===== config.mk =====
export PLATFORM = sky130hd
export DESIGN_NAME = adc_i2c_slave
export DESIGN_NICKNAME = d
export VERILOG_FILES = /design/src/rtl/adc_i2c_pkg.sv /design/src/rtl/adc_i2c_sync.sv /design/src/rtl/adc_i2c_cond.sv /design/src/rtl/adc_i2c_slave.sv
export SDC_FILE = /design/constraint.sdc
export NUM_CORES = 1
export LEC_CHECK = 0
export ABC_AREA = 0
export BUFFER_PORTS_ARGS = -buffer_cell sky130_fd_sc_hd__clkbuf_2
export CORE_MARGIN = 2
export CORE_UTILIZATION = 30
export CTS_BUF_LIST = sky130_fd_sc_hd__clkbuf_4 sky130_fd_sc_hd__clkbuf_8
export DETAILED_ROUTE_END_ITERATION = 12
export PLACE_DENSITY_LB_ADDON = 0.3
export RECOVER_POWER = 25
export SLEW_MARGIN = 20
export SYNTH_ARGS = -nofsm -noshare
export SYNTH_HDL_FRONTEND = slang
export SYNTH_SLANG_ARGS = --single-unit

===== constraint.sdc =====
create_clock -name clk -period 2 [get_ports clk]
set_clock_uncertainty 0.05 [all_clocks]
set_input_delay 0.3 -clock clk [delete_from_list [all_inputs] [get_ports clk]]
set_output_delay 0.3 -clock clk [all_outputs]
set_load 0.01 [all_outputs]

===== src/rtl/adc_i2c_pkg.sv =====
package adc_i2c_pkg;
   typedef enum logic [2:0] {
      ST_IDLE,
      ST_ADDR,
      ST_AACK,
      ST_TX,
      ST_TACK
   } slv_st_e;
endpackage


===== src/rtl/adc_i2c_sync.sv =====
module adc_i2c_sync #(
   parameter int   STAGES  = 2,
   parameter logic RST_VAL = 1'b1
) (
   input  logic clk,
   input  logic rst_n,
   input  logic d_i,
   output logic q_o
);
   logic [STAGES-1:0] q;

   always_ff @(posedge clk or negedge rst_n) begin
      if (!rst_n) q[0] <= RST_VAL;
      else        q[0] <= d_i;
   end

   for (genvar i = 1; i < STAGES; i++) begin : g_stage
      always_ff @(posedge clk or negedge rst_n) begin
         if (!rst_n) q[i] <= RST_VAL;
         else        q[i] <= q[i-1];
      end
   end

   assign q_o = q[STAGES-1];
endmodule


===== src/rtl/adc_i2c_cond.sv =====
module adc_i2c_cond #(
   parameter int SYNC_STAGES = 2
) (
   input  logic clk,
   input  logic rst_n,
   input  logic scl_i,
   input  logic sda_i,
   output logic scl_s_o,
   output logic sda_s_o,
   output logic start_o,
   output logic stop_o,
   output logic rise_o,
   output logic fall_o
);
   logic scl_s, sda_s, scl_q, sda_q;

   adc_i2c_sync #(.STAGES(SYNC_STAGES), .RST_VAL(1'b1)) u_scl (
      .clk(clk), .rst_n(rst_n), .d_i(scl_i), .q_o(scl_s));
   adc_i2c_sync #(.STAGES(SYNC_STAGES), .RST_VAL(1'b1)) u_sda (
      .clk(clk), .rst_n(rst_n), .d_i(sda_i), .q_o(sda_s));

   always_ff @(posedge clk or negedge rst_n) begin
      if (!rst_n) begin
         scl_q <= 1'b1;
         sda_q <= 1'b1;
      end else begin
         scl_q <= scl_s;
         sda_q <= sda_s;
      end
   end

   assign scl_s_o = scl_s;
   assign sda_s_o = sda_s;
   assign start_o = scl_s & scl_q & sda_q & ~sda_s;
   assign stop_o  = scl_s & scl_q & ~sda_q & sda_s;
   assign rise_o  = scl_s & ~scl_q;
   assign fall_o  = ~scl_s & scl_q;
endmodule


===== src/rtl/adc_i2c_slave.sv =====
module adc_i2c_slave
   import adc_i2c_pkg::*;
#(
   parameter int         SYNC_STAGES = 2,
   parameter int         STRAP_W     = 4,
   parameter int         RES_W       = 16,
   parameter logic [6:0] ADDR_BASE   = 7'b0110000
) (
   input  logic               clk,
   input  logic               rst_n,
   input  logic               scl_i,
   input  logic               sda_i,
   output logic               sda_oe_o,
   input  logic [STRAP_W-1:0] strap_i,
   input  logic               int_ref_i,
   input  logic [RES_W-1:0]   result_i,
   output logic               conv_start_o,
   output logic               pdn_req_o,
   output logic               hs_mode_o
);
   localparam int          NBYTES  = RES_W / 8;
   localparam int          BIDX_W  = (NBYTES > 1) ? $clog2(NBYTES) : 1;
   localparam logic [BIDX_W-1:0] LAST_B = BIDX_W'(NBYTES - 1);
   localparam logic [4:0]  HS_CODE = 5'b00001;

   if (SYNC_STAGES < 2) begin : g_bad_sync
      $error("SYNC_STAGES must be at least 2");
   end
   if (STRAP_W < 1 || STRAP_W > 6) begin : g_bad_strap
      $error("STRAP_W must lie in 1..6");
   end
   if ((RES_W % 8) != 0 || RES_W < 8) begin : g_bad_res
      $error("RES_W must be a non-zero multiple of 8");
   end

   logic scl_s, sda_s, start_det, stop_det, scl_rise, scl_fall;

   adc_i2c_cond #(.SYNC_STAGES(SYNC_STAGES)) u_cond (
      .clk(clk), .rst_n(rst_n), .scl_i(scl_i), .sda_i(sda_i),
      .scl_s_o(scl_s), .sda_s_o(sda_s), .start_o(start_det),
      .stop_o(stop_det), .rise_o(scl_rise), .fall_o(scl_fall));

   logic [6:0] own_addr;
   assign own_addr = {ADDR_BASE[6:STRAP_W], strap_i};

   slv_st_e           st;
   logic [3:0]        bitcnt;
   logic [7:0]        rx_sr;
   logic [RES_W-1:0]  tx_sr;
   logic [BIDX_W-1:0] byte_idx;
   logic              matched, ack_ok;

   always_ff @(posedge clk or negedge rst_n) begin
      if (!rst_n) begin
         st           <= ST_IDLE;
         bitcnt       <= '0;
         rx_sr        <= '0;
         tx_sr        <= '0;
         byte_idx     <= '0;
         matched      <= 1'b0;
         ack_ok       <= 1'b0;
         sda_oe_o     <= 1'b0;
         conv_start_o <= 1'b0;
         pdn_req_o    <= 1'b0;
         hs_mode_o    <= 1'b0;
      end else begin
         conv_start_o <= 1'b0;
         if (stop_det) begin
            st        <= ST_IDLE;
            sda_oe_o  <= 1'b0;
            hs_mode_o <= 1'b0;
         end else if (start_det) begin
            st       <= ST_ADDR;
            bitcnt   <= '0;
            sda_oe_o <= 1'b0;
         end else begin
            unique case (st)
               ST_IDLE: ;
               ST_ADDR: begin
                  if (scl_rise && bitcnt != 4'd8) begin
                     rx_sr  <= {rx_sr[6:0], sda_s};
                     bitcnt <= bitcnt + 4'd1;
                  end else if (scl_fall && bitcnt == 4'd8) begin
                     if (rx_sr[7:1] == own_addr) begin
                        matched      <= 1'b1;
                        sda_oe_o     <= 1'b1;
                        conv_start_o <= 1'b1;
                        pdn_req_o    <= int_ref_i & ~rx_sr[0];
                        st           <= ST_AACK;
                     end else if (rx_sr[7:3] == HS_CODE) begin
                        matched   <= 1'b0;
                        hs_mode_o <= 1'b1;
                        st        <= ST_AACK;
                     end else begin
                        st <= ST_IDLE;
                     end
                  end
               end
               ST_AACK: begin
                  if (scl_fall) begin
                     if (matched) begin
                        tx_sr    <= result_i;
                        sda_oe_o <= ~result_i[RES_W-1];
                        bitcnt   <= '0;
                        byte_idx <= '0;
                        st       <= ST_TX;
                     end else begin
                        sda_oe_o <= 1'b0;
                        st       <= ST_IDLE;
                     end
                  end
               end
               ST_TX: begin
                  if (scl_fall) begin
                     tx_sr <= {tx_sr[RES_W-2:0], 1'b0};
                     if (bitcnt == 4'd7) begin
                        sda_oe_o <= 1'b0;
                        bitcnt   <= '0;
                        st       <= ST_TACK;
                     end else begin
                        sda_oe_o <= ~tx_sr[RES_W-2];
                        bitcnt   <= bitcnt + 4'd1;
                     end
                  end
               end
               ST_TACK: begin
                  if (scl_rise) begin
                     ack_ok <= ~sda_s;
                  end else if (scl_fall) begin
                     if (ack_ok && byte_idx != LAST_B) begin
                        byte_idx <= byte_idx + 1'b1;
                        sda_oe_o <= ~tx_sr[RES_W-1];
                        st       <= ST_TX;
                     end else begin
                        st <= ST_IDLE;
                     end
                  end
               end
               default: st <= ST_IDLE;
            endcase
         end
      end
   end

   AST_OE_RISE_SCL_LOW: assert property (@(posedge clk) disable iff (!rst_n)
      $rose(sda_oe_o) |-> !scl_s);
   AST_CONV_ONE_CYCLE: assert property (@(posedge clk) disable iff (!rst_n)
      conv_start_o |=> !conv_start_o);
   AST_HS_STOP_CLEAR: assert property (@(posedge clk) disable iff (!rst_n)
      stop_det |=> !hs_mode_o);
   AST_START_RESTART: assert property (@(posedge clk) disable iff (!rst_n)
      (start_det && !stop_det) |=> (st == ST_ADDR && bitcnt == 4'd0));
   AST_PDN_EXT_REF: assert property (@(posedge clk) disable iff (!rst_n)
      (conv_start_o && !$past(int_ref_i)) |-> !pdn_req_o);
   AST_IDLE_RELEASED: assert property (@(posedge clk) disable iff (!rst_n)
      (st == ST_IDLE) |-> !sda_oe_o);
   AST_MCODE_NACK: assert property (@(posedge clk) disable iff (!rst_n)
      (st == ST_AACK && !matched) |-> !sda_oe_o);
endmodule


### Word-level counts from Yosys, hierarchy flattened

Cells that the tools add are included.

| cells by class | value |
|---|---|
| reductions and logical operators | 22 |
| bitwise operators | 20 |
| add/sub/neg operators | 2 |
| equal/unequal tests | 32 |
| muxes and demuxes | 59 |

Operators by type and width:

| kind | count |
|---|---|
| $mux W16 | 3 |
| $ne A4 B4 Y1 const B | 10 |
| $mux W1 | 32 |
| $pmux W16 S2 | 1 |
| $reduce_and A6 Y1 | 5 |
| $mux W3 | 9 |
| $mux W4 | 6 |
| $ne A2 B2 Y1 const B | 8 |
| $reduce_and A8 Y1 | 2 |
| $ne A3 B3 Y1 const B | 5 |
| $pmux W3 S5 | 1 |
| $not A1 Y1 | 12 |
| $pmux W4 S3 | 1 |
| $reduce_bool A2 Y1 | 6 |
| $reduce_and A9 Y1 | 1 |
| $and A1 B1 Y1 | 8 |
| $mux W2 | 4 |
| $reduce_and A4 Y1 | 2 |
| $eq A7 B6 Y1 | 1 |
| $eq A3 B2 Y1 const B | 2 |
| $reduce_bool A6 Y1 | 1 |
| $eq A5 B1 Y1 const B | 1 |
| $add A4 B1 Y4 const B | 1 |
| $eq A4 B3 Y1 const B | 1 |
| other kinds (10) | 12 |

| storage, ports and cells | value |
|---|---|
| output and inout bits | 4 |
| flip-flop bits (word level) | 44 |

### Logic depth before layout (Yosys ltp)

Gate-level depths: netlist of the first run.

| logic depth | value |
|---|---|
| depth after elaboration | 8 |
| gate-level depth with buffers | 8 |

### Modules after synthesis

A second synthesis of the first run with hierarchy kept.

| unflattened totals | value |
|---|---|
| cells, all modules | 217 |
| area total of the unflattened synthesis | 2258.4 um^2 |

Modules (own cells, without submodules):

| module | seq. area each (um^2) | times used | cells each | area an instance (um^2) |
|---|---|---|---|---|
| adc_i2c_slave | 950.9 | 1 | 207 | 2065.7 |
| adc_i2c_sync | 52.6 | 2 | 2 | 52.6 |
| adc_i2c_cond | 52.6 | 1 | 6 | 87.6 |

### Worst setup path before layout of the first run

Ideal clock, no wire load.

| timing | value |
|---|---|
| path kind | reg2reg |
| from | reg bitcnt[0] |
| to | reg bitcnt[3] |
| required time | 1.881 ns |
| clock period less this slack | 1.735 ns |
| buffers on the path | 0 |
| arrival time | 1.616 ns |
| cell stages (with the launch flop) | 8 |
| path slack | 0.265 ns |
| cells stage by stage | dfrtp_1 > inv_1 > ha_1 > and3b_1 > o21ai_2 > a21oi_2 > or4b_1 > nand3_1 |

| on the way | value |
|---|---|
| cells in the longest elaborated chain, start to end | 5 |

RTL lines:

| item | line | source |
|---|---|---|
| start, declared | adc_i2c_slave.sv:47 | `logic [3:0] bitcnt;` |
| start signal, assigned | adc_i2c_slave.sv:82 | `bitcnt <= bitcnt + 4'd1;` |
| start signal, assigned | adc_i2c_slave.sv:122 | `bitcnt <= bitcnt + 4'd1;` |
| $add A4 B1 Y4 / $eq A4 B3 Y1 (equally long branches) | adc_i2c_slave.sv:82, adc_i2c_slave.sv:122, adc_i2c_slave.sv:116 |  |
| $mux W4 | adc_i2c_slave.sv:116 | `if (bitcnt == 4'd7) begin` |
| $mux W4 | adc_i2c_slave.sv:114 | `if (scl_fall) begin` |
| $pmux W4 S3 | adc_i2c_slave.sv:77 | `unique case (st)` |
| $mux W4 | adc_i2c_slave.sv:72 | `end else if (start_det) begin` |

Several ways; a longest one is shown, not always the timed one. The select of a mux whose other input is x is not followed.
A chain may end at the register's enable or synchronous reset.

### Final worst setup path of the first run

| timing | value |
|---|---|
| from | reg st[0] |
| to | reg bitcnt[2] |

| on the way | value |
|---|---|
| cells in the longest elaborated chain, start to end | 3 |

RTL lines:

| item | line | source |
|---|---|---|
| start, declared | adc_i2c_slave.sv:46 | `slv_st_e st;` |
| start signal, assigned | adc_i2c_slave.sv:55 | `st <= ST_IDLE;` |
| start signal, assigned | adc_i2c_slave.sv:69 | `st <= ST_IDLE;` |
| start signal, assigned | adc_i2c_slave.sv:73 | `st <= ST_ADDR;` |
| $eq A3 B1 Y1 / $eq A3 B2 Y1 (equally long branches) | adc_i2c_slave.sv:77 |  |
| $ne A3 B3 Y1 (no source line), or another cell as far along | n/a |  |
| $reduce_and A6 Y1 (no source line) / $mux W4 (equally long branches) | n/a |  |

Several ways; a longest one is shown, not always the timed one.

==> impl_metrics.tcl, run 1 <==
set metrics [dict create \
    number_of_flops_mapped_to_enable_cells_by_yosys 0 \
    critical_path.slowest_cell "dfrtp_1" \
    synth_top_area_share 0.426 \
    critPathRequiredTime_ps 2150 \
    synthTopCellsByArea "dfrtp_1 (43%), dfstp_2 (7.1%), mux2i_1 (6.7%)" \
    crit_fanout 8 \
    final.period_utilization 0.917 \
    ports 29 \
    drv_slew 0 \
    floorplan.core_area_um2 7210 \
    antenna_found_initial 0 \
    nNetsFinal 270 \
    tritoncts.num_buffers 5 \
    ordered_list_of_cells_on_the_worst_path "nor3b_4 > o21ai_2 > a21oi_2 > o21ai_1 > a22o_1" \
    asyncSetResetFlopFracSynth 1.00 \
    drtPass1Iterations 4 \
    die-height_um 90.2 \
    route.detailed.wl_per_inst_um 12.6 \
    power_leakage_uw 0.00126 \
    synth.ff_latch_count 44 \
    die_area_um2 8140 \
    clock_tree.root_cell "clkbuf_8" \
    area_delta_synth_final_pct 16.6 \
    top_cells_by_instance_count_after_synthesis "dfrtp_1 (38), nand2_1 (27), o21ai_0 (17), mux2i_1 (15), a21oi_1 (9)" \
    drv.max_cap_violation_count 0 \
    detailed_route_wire_length_um 4320 \
    synthesis.area_um2 2230 \
    final_setup_violation_count 0 \
    fp-row-count 31 \
    detail_route.drc_violations 0 \
    timing.final.crit_period_ps 1830 \
    critPathKind "reg2reg" \
    first_global_vias 1619 \
    synth_nets 236 \
    cp_slowest_stage_delay_ps 550 \
    worst_vdd_drop_mv 0.441 \
    initial_core_util 0.309 \
    grt_max_degree 45 \
    hp-class "in2reg" \
    gr-total-overflow 0 \
    synth.yosys.seq_area_share 0.497 \
    place.detailed.instances 333 \
    cellPowerDensity_nw_per_um2 886 \
    dieWidth_um 90.2 \
    worst-endpoint-arrival_ps 1980 \
    clock_insertion_delay_worst_skew_ps 300 \
    synth_top_area_cell "dfrtp_1" \
    worst_hold_slack_ps 25.1 \
    synth.lib_cells_used.distinct 51 \
    final_layout_size_suffix_gt1_frac 0.287 \
    synth_cells 209 \
    detailed_placement_wirelength_estimate_um 3030 \
    routed_via_density 4.73 \
    outcome "completed" \
    clk_path_buf_depth 2 \
    drt-initial-drc-count 61 \
    grt_pass1_wl_um 7700 \
    routed-via-count 1624 \
    timing.slew.headroom 0.272 \
    clock_tree.htree_level_count 2 \
    layout.filler_cells 759 \
    tritoncts "built" \
    multi_input_logic_area_um2 1060 \
    drtAntennaViolNets 0 \
    gp_congestion 0.851 \
    clkSlewWorstSetupHoldPaths_ps 80 \
    worst_pin_slew_ps 1090 \
    cp-start-kind "flop" \
    grt_setup_unrepaired "yes" \
    final-seq-area_um2 1110 \
    syn_area_per_cell_um2 10.7 \
    critPathCaptureType "flop" \
    maxClockFrequency_mhz 545 \
    cts.sinks 44 \
    report.final.hold_viol_count 0 \
    synth.yosys.warnings 0 \
    num_antenna_cells 0 \
    global_route.usage.total 0.115 \
    synth_most_common_cell "dfrtp_1" \
    ys_dominant_reg_cell "dfrtp_1" \
    portBuffers 28 \
    final_cell_count_no_fill 343 \
]
[path summary, 6_finish.rpt]
path                                          endpoint  cells after the start                        start  slack, ps
max                              bitcnt[2]$_DFFE_PN0P_                      5            st[0]$_DFFE_PN0P_        170
min                        u_cond.u_scl.q[0]$_DFF_PN1_                      1                        scl_i         30
max reg2reg                      bitcnt[2]$_DFFE_PN0P_                      5            st[0]$_DFFE_PN0P_        170
min reg2reg                 u_cond.u_scl.q_o$_DFF_PN1_                      0  u_cond.u_scl.q[0]$_DFF_PN1_        310
max in group asynchronous        tx_sr[10]$_DFFE_PN0P_                      2                        rst_n       1010
min in group asynchronous         rx_sr[2]$_DFFE_PN0P_                      2                        rst_n        230
[where the power goes]
group | switching [µW] | internal, µW | leakage, µW | total [µW]
Combinational | 252 | 278 | 0.000724 | 530
Sequential | 149 | 1030 | 0.000488 | 1180
Clock | 315 | 280 | 0.0000434 | 595
[state kept, by name, indices dropped and copies added (netlist names)]
signal and flops:
rx_sr 8, tx_sr 16, u_cond.sda_q 1, u_cond.u_sda.q 1, pdn_req_o 1, conv_start_o 1
u_cond.u_sda.q_o 1, u_cond.u_scl.q 1, bitcnt 4, matched 1, u_cond.u_scl.q_o 1, sda_oe_o 1
byte_idx 1, u_cond.scl_q 1, hs_mode_o 1, ack_ok 1, st 3
[cells in the final DEF (no fill, tap or decap), types with 3 or more instances in the layout]
| cell type | netlist | final |
|---|---|---|
| a21oi_1 | 9 | 9 |
| and3b_1 | 3 | 3 |
| buf_4 | 3 | 5 |
| clkbuf_2 | 0 | 29 |
| clkbuf_8 | 0 | 6 |
| dfrtp_1 | 38 | 38 |
| dfstp_2 | 6 | 6 |
| inv_1 | 4 | 4 |
| mux2_2 | 8 | 8 |
| mux2i_1 | 15 | 15 |
| nand2_1 | 27 | 27 |
| nand2b_1 | 5 | 5 |
| nand3_1 | 7 | 7 |
| nand3b_1 | 3 | 3 |
| nor2_1 | 6 | 6 |
| nor3_1 | 3 | 3 |
| o21ai_0 | 17 | 17 |
| o21ai_1 | 8 | 7 |
| xnor2_1 | 4 | 4 |
[final cells by class]
type | count | area share
well taps | 99 | 0.0476
clock inverters | 2 | 0.00577
multi-input cells | 153 | 0.409
clock buffers | 6 | 0.0318
flip-flops and latches | 44 | 0.426
repair buffers | 35 | 0.0741
inverters | 4 | 0.00577
[repair_timing]
action / CTS / global route
resized for setup: 0 / 1
buffers inserted: 0 / 1
hold buffers: 1 / 0
setup endpoints to repair: 0 / 11
endpoints found under the hold margin: 1 / 0
[critical path, delay by kind of cell (launching register included)]
kind               cells  cell delay [ps]
DFF                    1              550
and+or+nand+nor        1              400
AOI/OAI and AO/OA      4              730
[routing by layer]
metal  vias up  global-route usage  wire length, µm
met1       778               0.154             2080
met2        30               0.182             2030
met4         0              0.0500               83
met3         7              0.0210              129
li1        809                   -                -
met5         -                   0                0
[kinds of logic after synthesis]
group                    after synthesis  share of synthesized area
AND/OR/NAND/NOR                       72                      0.189
buffers and inverters                 12                     0.0292
adder cells (fa/ha/maj)                2                     0.0112
multiplexers                          24                      0.113
AO/OA/AOI/OAI                         50                      0.141
flip-flops                            44                      0.497
XOR/XNOR                               5                     0.0196
[per-stage QoR]
| step | TNS, ps | instance area [µm²] | util | setup slack (ps) | total power, µW |
|---|---|---|---|---|---|
| 2_1_floorplan | 0 | 2230 | - | 265 | 1550 |
| 3_3_place_gp | 0 | 2480 | 0.344 | 183 | 1710 |
| 3_5_place_dp | 0 | 2480 | 0.344 | 138 | 1720 |
| 4_1_cts | 0 | 2590 | 0.359 | 124 | 2330 |
| 5_1_grt | -42.2 | 2600 | 0.360 | -15.2 | 2470 |
| 6_report | 0 | 2600 | 0.360 | 165 | 2300 |
No activity file was read; power rests on OpenSTA's default activity.
==> run 2, diff against run 1 <==
- clock period: 2 -> 1.6 ns (I/O delays scaled with it)
==> run 2 against run 1 <==
Effect of this change: combinational power up 120%; die area unchanged; worst hold slack better by 84 ps; the run now ends with negative setup slack left; first-iteration DRC count increased by 97%; utilization is 8.4 points higher; worst setup slack got worse by 290 ps; cell area up 23%; sequential share of layout area fell by 8.0 points; non-clock buffer count up 48; highest routed layer unchanged; sequential cell count stayed put; critical endpoint is now bitcnt[3]$_DFFE_PN0P_; sequential power rose by 21%.
==> impl_metrics.tcl, run 2 (same netlist as run 1, synthesis figures left out) <==
set metrics [dict create \
    post-route-util 0.445 \
    power_frac_comb 0.353 \
    grt_pass1_wl_um 8380 \
    place.detailed.instances 364 \
    total_switching_power_uw 995 \
    global_route.usage.total 0.125 \
    routed_via_density 4.65 \
    detail_route.drc_violations 0 \
    ports 29 \
    maxClockFrequency_mhz 581 \
    clock_insertion_delay_worst_skew_ps 300 \
    drt-initial-drc-count 120 \
    hp-class "in2reg" \
    detailed_route_wire_length_um 5120 \
    most-common-layout-cells "buf_4 (39), dfrtp_1 (36), clkbuf_2 (28)" \
    area_delta_synth_final_pct 43.9 \
    final.period_utilization 1.07 \
    grt_max_degree 45 \
    worst-endpoint-arrival_ps 1900 \
    routed-via-count 1819 \
    portBuffers 28 \
    detailed_placement_wirelength_estimate_um 3370 \
    final_cell_count_no_fill 391 \
    drv.max_cap_violation_count 0 \
    tritoncts "built" \
    failing_checks "negative setup slack" \
    first_global_vias 1832 \
    power_report.internal_total_uw 2300 \
    final_layout_size_suffix_gt1_frac 0.479 \
    drtAntennaViolNets 0 \
    final_setup_violation_count 14 \
    largest_register "tx_sr" \
    num_antenna_cells 0 \
    gp_congestion 0.792 \
    clock_tree.htree_level_count 2 \
    die_area_um2 8140 \
    drtPass1Iterations 4 \
    finalInstanceArea_um2 3210 \
    crit_fanout 4 \
    cts.sinks 44 \
    critPathCaptureType "flop" \
    clk_path_buf_depth 2 \
    finalWorstSetupSlack_ps -120 \
    top_regs "tx_sr x16, rx_sr x8, bitcnt x4" \
    dieWidth_um 90.2 \
    floorplan.core_area_um2 7210 \
    report.final.hold_viol_count 0 \
    antenna_found_initial 0 \
    layout.cells.most_common "buf_4" \
    power_leakage_uw 0.00155 \
    cp-start-kind "flop" \
    timing.setup.tns_ps -1050 \
    cellPowerDensity_nw_per_um2 1030 \
    fp-row-count 31 \
    p_sw_frac 0.302 \
    nNetsFinal 318 \
    layout.filler_cells 710 \
    timing.slew.headroom 0.750 \
    timing.final.crit_period_ps 1720 \
    critPathRequiredTime_ps 1780 \
    grt_setup_unrepaired "yes" \
    gr-total-overflow 0 \
    route.detailed.wl_per_inst_um 13.1 \
    tritoncts.num_buffers 5 \
    clkSlewWorstSetupHoldPaths_ps 80 \
    critPathKind "reg2reg" \
    outcome "complete, but fails checks" \
    initial_core_util 0.309 \
    clock_tree.root_cell "clkbuf_8" \
    worst_vdd_drop_mv 0.618 \
    drv_slew 0 \
    place_area_um2 2750 \
    seq_power_share 0.433 \
    largest_register_ff_count 16 \
    die-height_um 90.2 \
    worst_pin_slew_ps 369 \
    worst_hold_slack_ps 109 \
    clkPwrFrac 0.213 \
]
run 2: area by class of cell:
type	count	area [µm²]	share of cell area
clock buffer	7	83.8	0.0261
clock inverter	1	5.00	0.00156
inverter	4	15.0	0.00468
multi-input combinational	153	1190	0.372
sequential	44	1110	0.346
tap	99	124	0.0386
timing repair buffer	83	676	0.211
run 2: power by group through the flow:
stage / sequential, µW / clock, µW / combinational, µW
3_5_place_dp: 1460 / 0 / 939
5_1_grt: 1460 / 787 / 1290
4_1_cts: 1420 / 729 / 1080
6_report: 1430 / 702 / 1160
2_1_floorplan: 1440 / 0 / 498
3_3_place_gp: 1450 / 0 / 922
run 2: worst paths after layout:
check                                                   to  cells after the start  slack [ps]                         from
max in group asynchronous       u_cond.u_scl.q_o$_DFF_PN1_                      3         820                        rst_n
worst min-delay path                  tx_sr[0]$_DFFE_PN0P_                      3         110                  result_i[0]
worst max-delay path                 bitcnt[3]$_DFFE_PN0P_                      7        -120        bitcnt[0]$_DFFE_PN0P_
min in group asynchronous            hs_mode_o$_DFFE_PN0P_                      3         400                        rst_n
worst min register to register  u_cond.u_sda.q_o$_DFF_PN1_                      0         310  u_cond.u_sda.q[0]$_DFF_PN1_
worst max register to register       bitcnt[3]$_DFFE_PN0P_                      7        -120        bitcnt[0]$_DFFE_PN0P_
run 2: critical path: stages, from the launching register on:
cell     delay [ps]
dfrtp_1         370
inv_1            50
ha_2            160
and3b_2         220
o21ai_2         150
a21oi_2          90
or4b_1          500
nand3_1          80
run 2: stage by stage:
step                power [µW]  setup WS [ps]
floorplan                 1940          -93.5
global placement          2380           -115
detailed placement        2400           -133
CTS                       3240           -112
global route              3530           -229
finish                    3300           -120
run 2: repair_timing:
item | CTS | global route
gates resized for setup | 16 | 37
endpoints found under the setup margin | 18 | 34
buffers inserted | 10 | 4
gates cloned | 0 | 3
pin swaps | 8 | 14
hold endpoints to repair | 40 | 0
hold buffers | 3 | 0
run 2: layer usage:
metal,routed length (µm),track usage
met5,0,0
met4,116,0.0564
met3,123,0.0210
met2,2520,0.204
met1,2360,0.163
==> run 3, diff against run 2 <==
- clock period: 1.6 -> 1.65 ns (I/O delays scaled with it)
==> run 3 against run 2 <==
Effect of this change: highest routed layer unchanged; critical endpoint unchanged; routed wire length up 1.1%; register-to-register slack better by 60 ps; sequential cell count unchanged; count of clock-buffer cells in the layout down 1; combinational power down 9%; non-clock buffer count down 6; the flow still finishes with violations (negative setup slack); global-route usage down 0.30 points; maximum frequency up 0.60%.
==> impl_metrics.tcl, run 3 (same netlist as run 1, synthesis figures left out) <==
set metrics [dict create \
    outcome "complete, but fails checks" \
    failing_checks "negative setup slack" \
    final_setup_violation_count 4 \
    maxClockFrequency_mhz 585 \
    timing.critical_path.max_delay_family "simple AND/OR/NAND/NOR gates" \
    nNetsFinal 312 \
    power_report.internal_total_uw 2310 \
    dieWidth_um 90.2 \
    worst-endpoint-arrival_ps 1900 \
    total_switching_power_uw 979 \
    clkPwrFrac 0.252 \
    setup.worst_path.start "bitcnt[0]$_DFFE_PN0P_" \
    layout.filler_cells 685 \
    initial_core_util 0.309 \
    worstRegToRegCells 7 \
    num_antenna_cells 0 \
    global_route.usage.total 0.122 \
    critPathRequiredTime_ps 1840 \
    ports 29 \
    critical_path.slowest_cell "or4b_4" \
    clock_insertion_delay_worst_skew_ps 290 \
    final.period_utilization 1.04 \
    timing.critical_path.buf_inv 1 \
    clock_tree.htree_level_count 2 \
    gr-total-overflow 0 \
    antenna_found_initial 0 \
    clock_tree.root_cell "clkbuf_8" \
    power_leakage_uw 0.00156 \
    worst_hold_startpoint "result_i[0]" \
    largest_register "tx_sr" \
    final_layout_size_suffix_gt1_frac 0.605 \
    detail_route.drc_violations 0 \
    grtUsageMet1 0.155 \
    portBuffers 28 \
    cts.sinks 44 \
    place.detailed.instances 360 \
    gp_congestion 0.801 \
    top_regs "tx_sr x16, rx_sr x8, bitcnt x4" \
    cp-start-kind "flop" \
    drv_slew 0 \
    routed_via_density 4.81 \
    post-route-util 0.465 \
    cellPowerDensity_nw_per_um2 980 \
    drv.max_cap_violation_count 0 \
    ordered_list_of_cells_on_the_worst_path "inv_1 > ha_2 > and3b_2 > o21ai_2 > a21oi_2 > or4b_4 > nand3_2" \
    timing.final.crit_period_ps 1710 \
    p_sw_frac 0.298 \
    worst_pin_slew_ps 924 \
    grt_setup_unrepaired "yes" \
    tritoncts "built" \
    area_delta_synth_final_pct 50.6 \
    clk_path_buf_depth 2 \
    die_area_um2 8140 \
    routed-via-count 1850 \
    die-height_um 90.2 \
    pre_cts_setup_slack_ps -73.3 \
    timing.slew.headroom 0.384 \
    worst_vdd_drop_mv 0.517 \
    design_power_total_uw 3290 \
    route.detailed.wl_per_inst_um 13.4 \
    report.final.hold_viol_count 0 \
    worstHoldPathCells 3 \
    clkSlewWorstSetupHoldPaths_ps 80 \
    drtAntennaViolNets 0 \
    largest_register_ff_count 16 \
    worst-path-stages 7 \
    critPathCaptureType "flop" \
    layout.cells.most_common "buf_4" \
    final_cell_count_no_fill 385 \
    hp-class "in2reg" \
    drtPass1Iterations 4 \
    fp-row-count 31 \
    seq_power_share 0.429 \
    grt_pass1_wl_um 8190 \
    top_usage_layer "met2" \
    cp_slowest_stage_delay_ps 520 \
    first_global_vias 1784 \
    use_met2 0.210 \
    tritoncts.num_buffers 5 \
    detailed_placement_wirelength_estimate_um 3450 \
    critPathKind "reg2reg" \
    finalWorstSetupSlack_ps -59.6 \
    most-common-layout-cells "buf_4 (36), dfrtp_1 (35), clkbuf_2 (27)" \
    worstReg2RegStart "bitcnt[0]$_DFFE_PN0P_" \
    detailed_route_wire_length_um 5180 \
    power_frac_comb 0.319 \
    grt_max_degree 33 \
    crit_fanout 5 \
    gr-usage-met3 0.0184 \
    drt-initial-drc-count 65 \
    floorplan.core_area_um2 7210 \
]
## run 3: final cells by class
cell class / instances / area [µm²] / share of cell area
Multi-Input combinational cell: 153 / 1400 / 0.417
Sequential cell: 44 / 1110 / 0.331
Timing Repair Buffer: 77 / 597 / 0.178
Tap cell: 99 / 124 / 0.0369
Clock buffer: 6 / 76.3 / 0.0227
Clock inverter: 2 / 35.0 / 0.0104
Inverter: 4 / 15.0 / 0.00447
## run 3: what timing repair did
item / 4_1_cts / 5_1_grt
pin swaps: 8 / 37
cloned: 0 / 3
hold buffers: 3 / 0
hold endpoints to repair: 14 / 0
buffers inserted: 4 / 7
resized for setup: 6 / 99
endpoints found under the setup margin: 13 / 32
## run 3: tightest hold or removal path: stages
cell      delay (ps)
clkbuf_2          80
nand2_1           50
o21ai_1           50
## run 3: routing by layer
metal	vias to the layer above	wire length, µm
li1	899	-
met1	924	2340
met2	22	2670
met3	5	100
met4	0	75
met5	-	0
## run 3: worst paths after layout
path	slack, ps	to
setup / recovery	-60	bitcnt[3]$_DFFE_PN0P_
hold / removal	110	tx_sr[0]$_DFFE_PN0P_
setup reg to reg	-60	bitcnt[3]$_DFFE_PN0P_
hold reg to reg	310	u_cond.u_scl.q_o$_DFF_PN1_
max in group asynchronous	260	u_cond.u_sda.q[0]$_DFF_PN1_
min in group asynchronous	560	hs_mode_o$_DFFE_PN0P_
## run 3: power groups by stage
stage / sequential [µW] / clock (µW) / combinational [µW]
final: 1410 / 830 / 1050
after CTS: 1390 / 859 / 865
after detailed placement: 1420 / 0 / 786
after global routing: 1440 / 903 / 1160
after floorplan: 1400 / 0 / 482
after global placement: 1420 / 0 / 781
## run 3: per-stage QoR
step	setup TNS, ps	hold WS (ps)	cell area (µm²)
2_1_floorplan	-43.5	-98.1	2230
3_3_place_gp	-338	153	2720
3_5_place_dp	-609	151	2720
4_1_cts	-234	115	2910
5_1_grt	-2030	108	3360
6_report	-176	111	3360
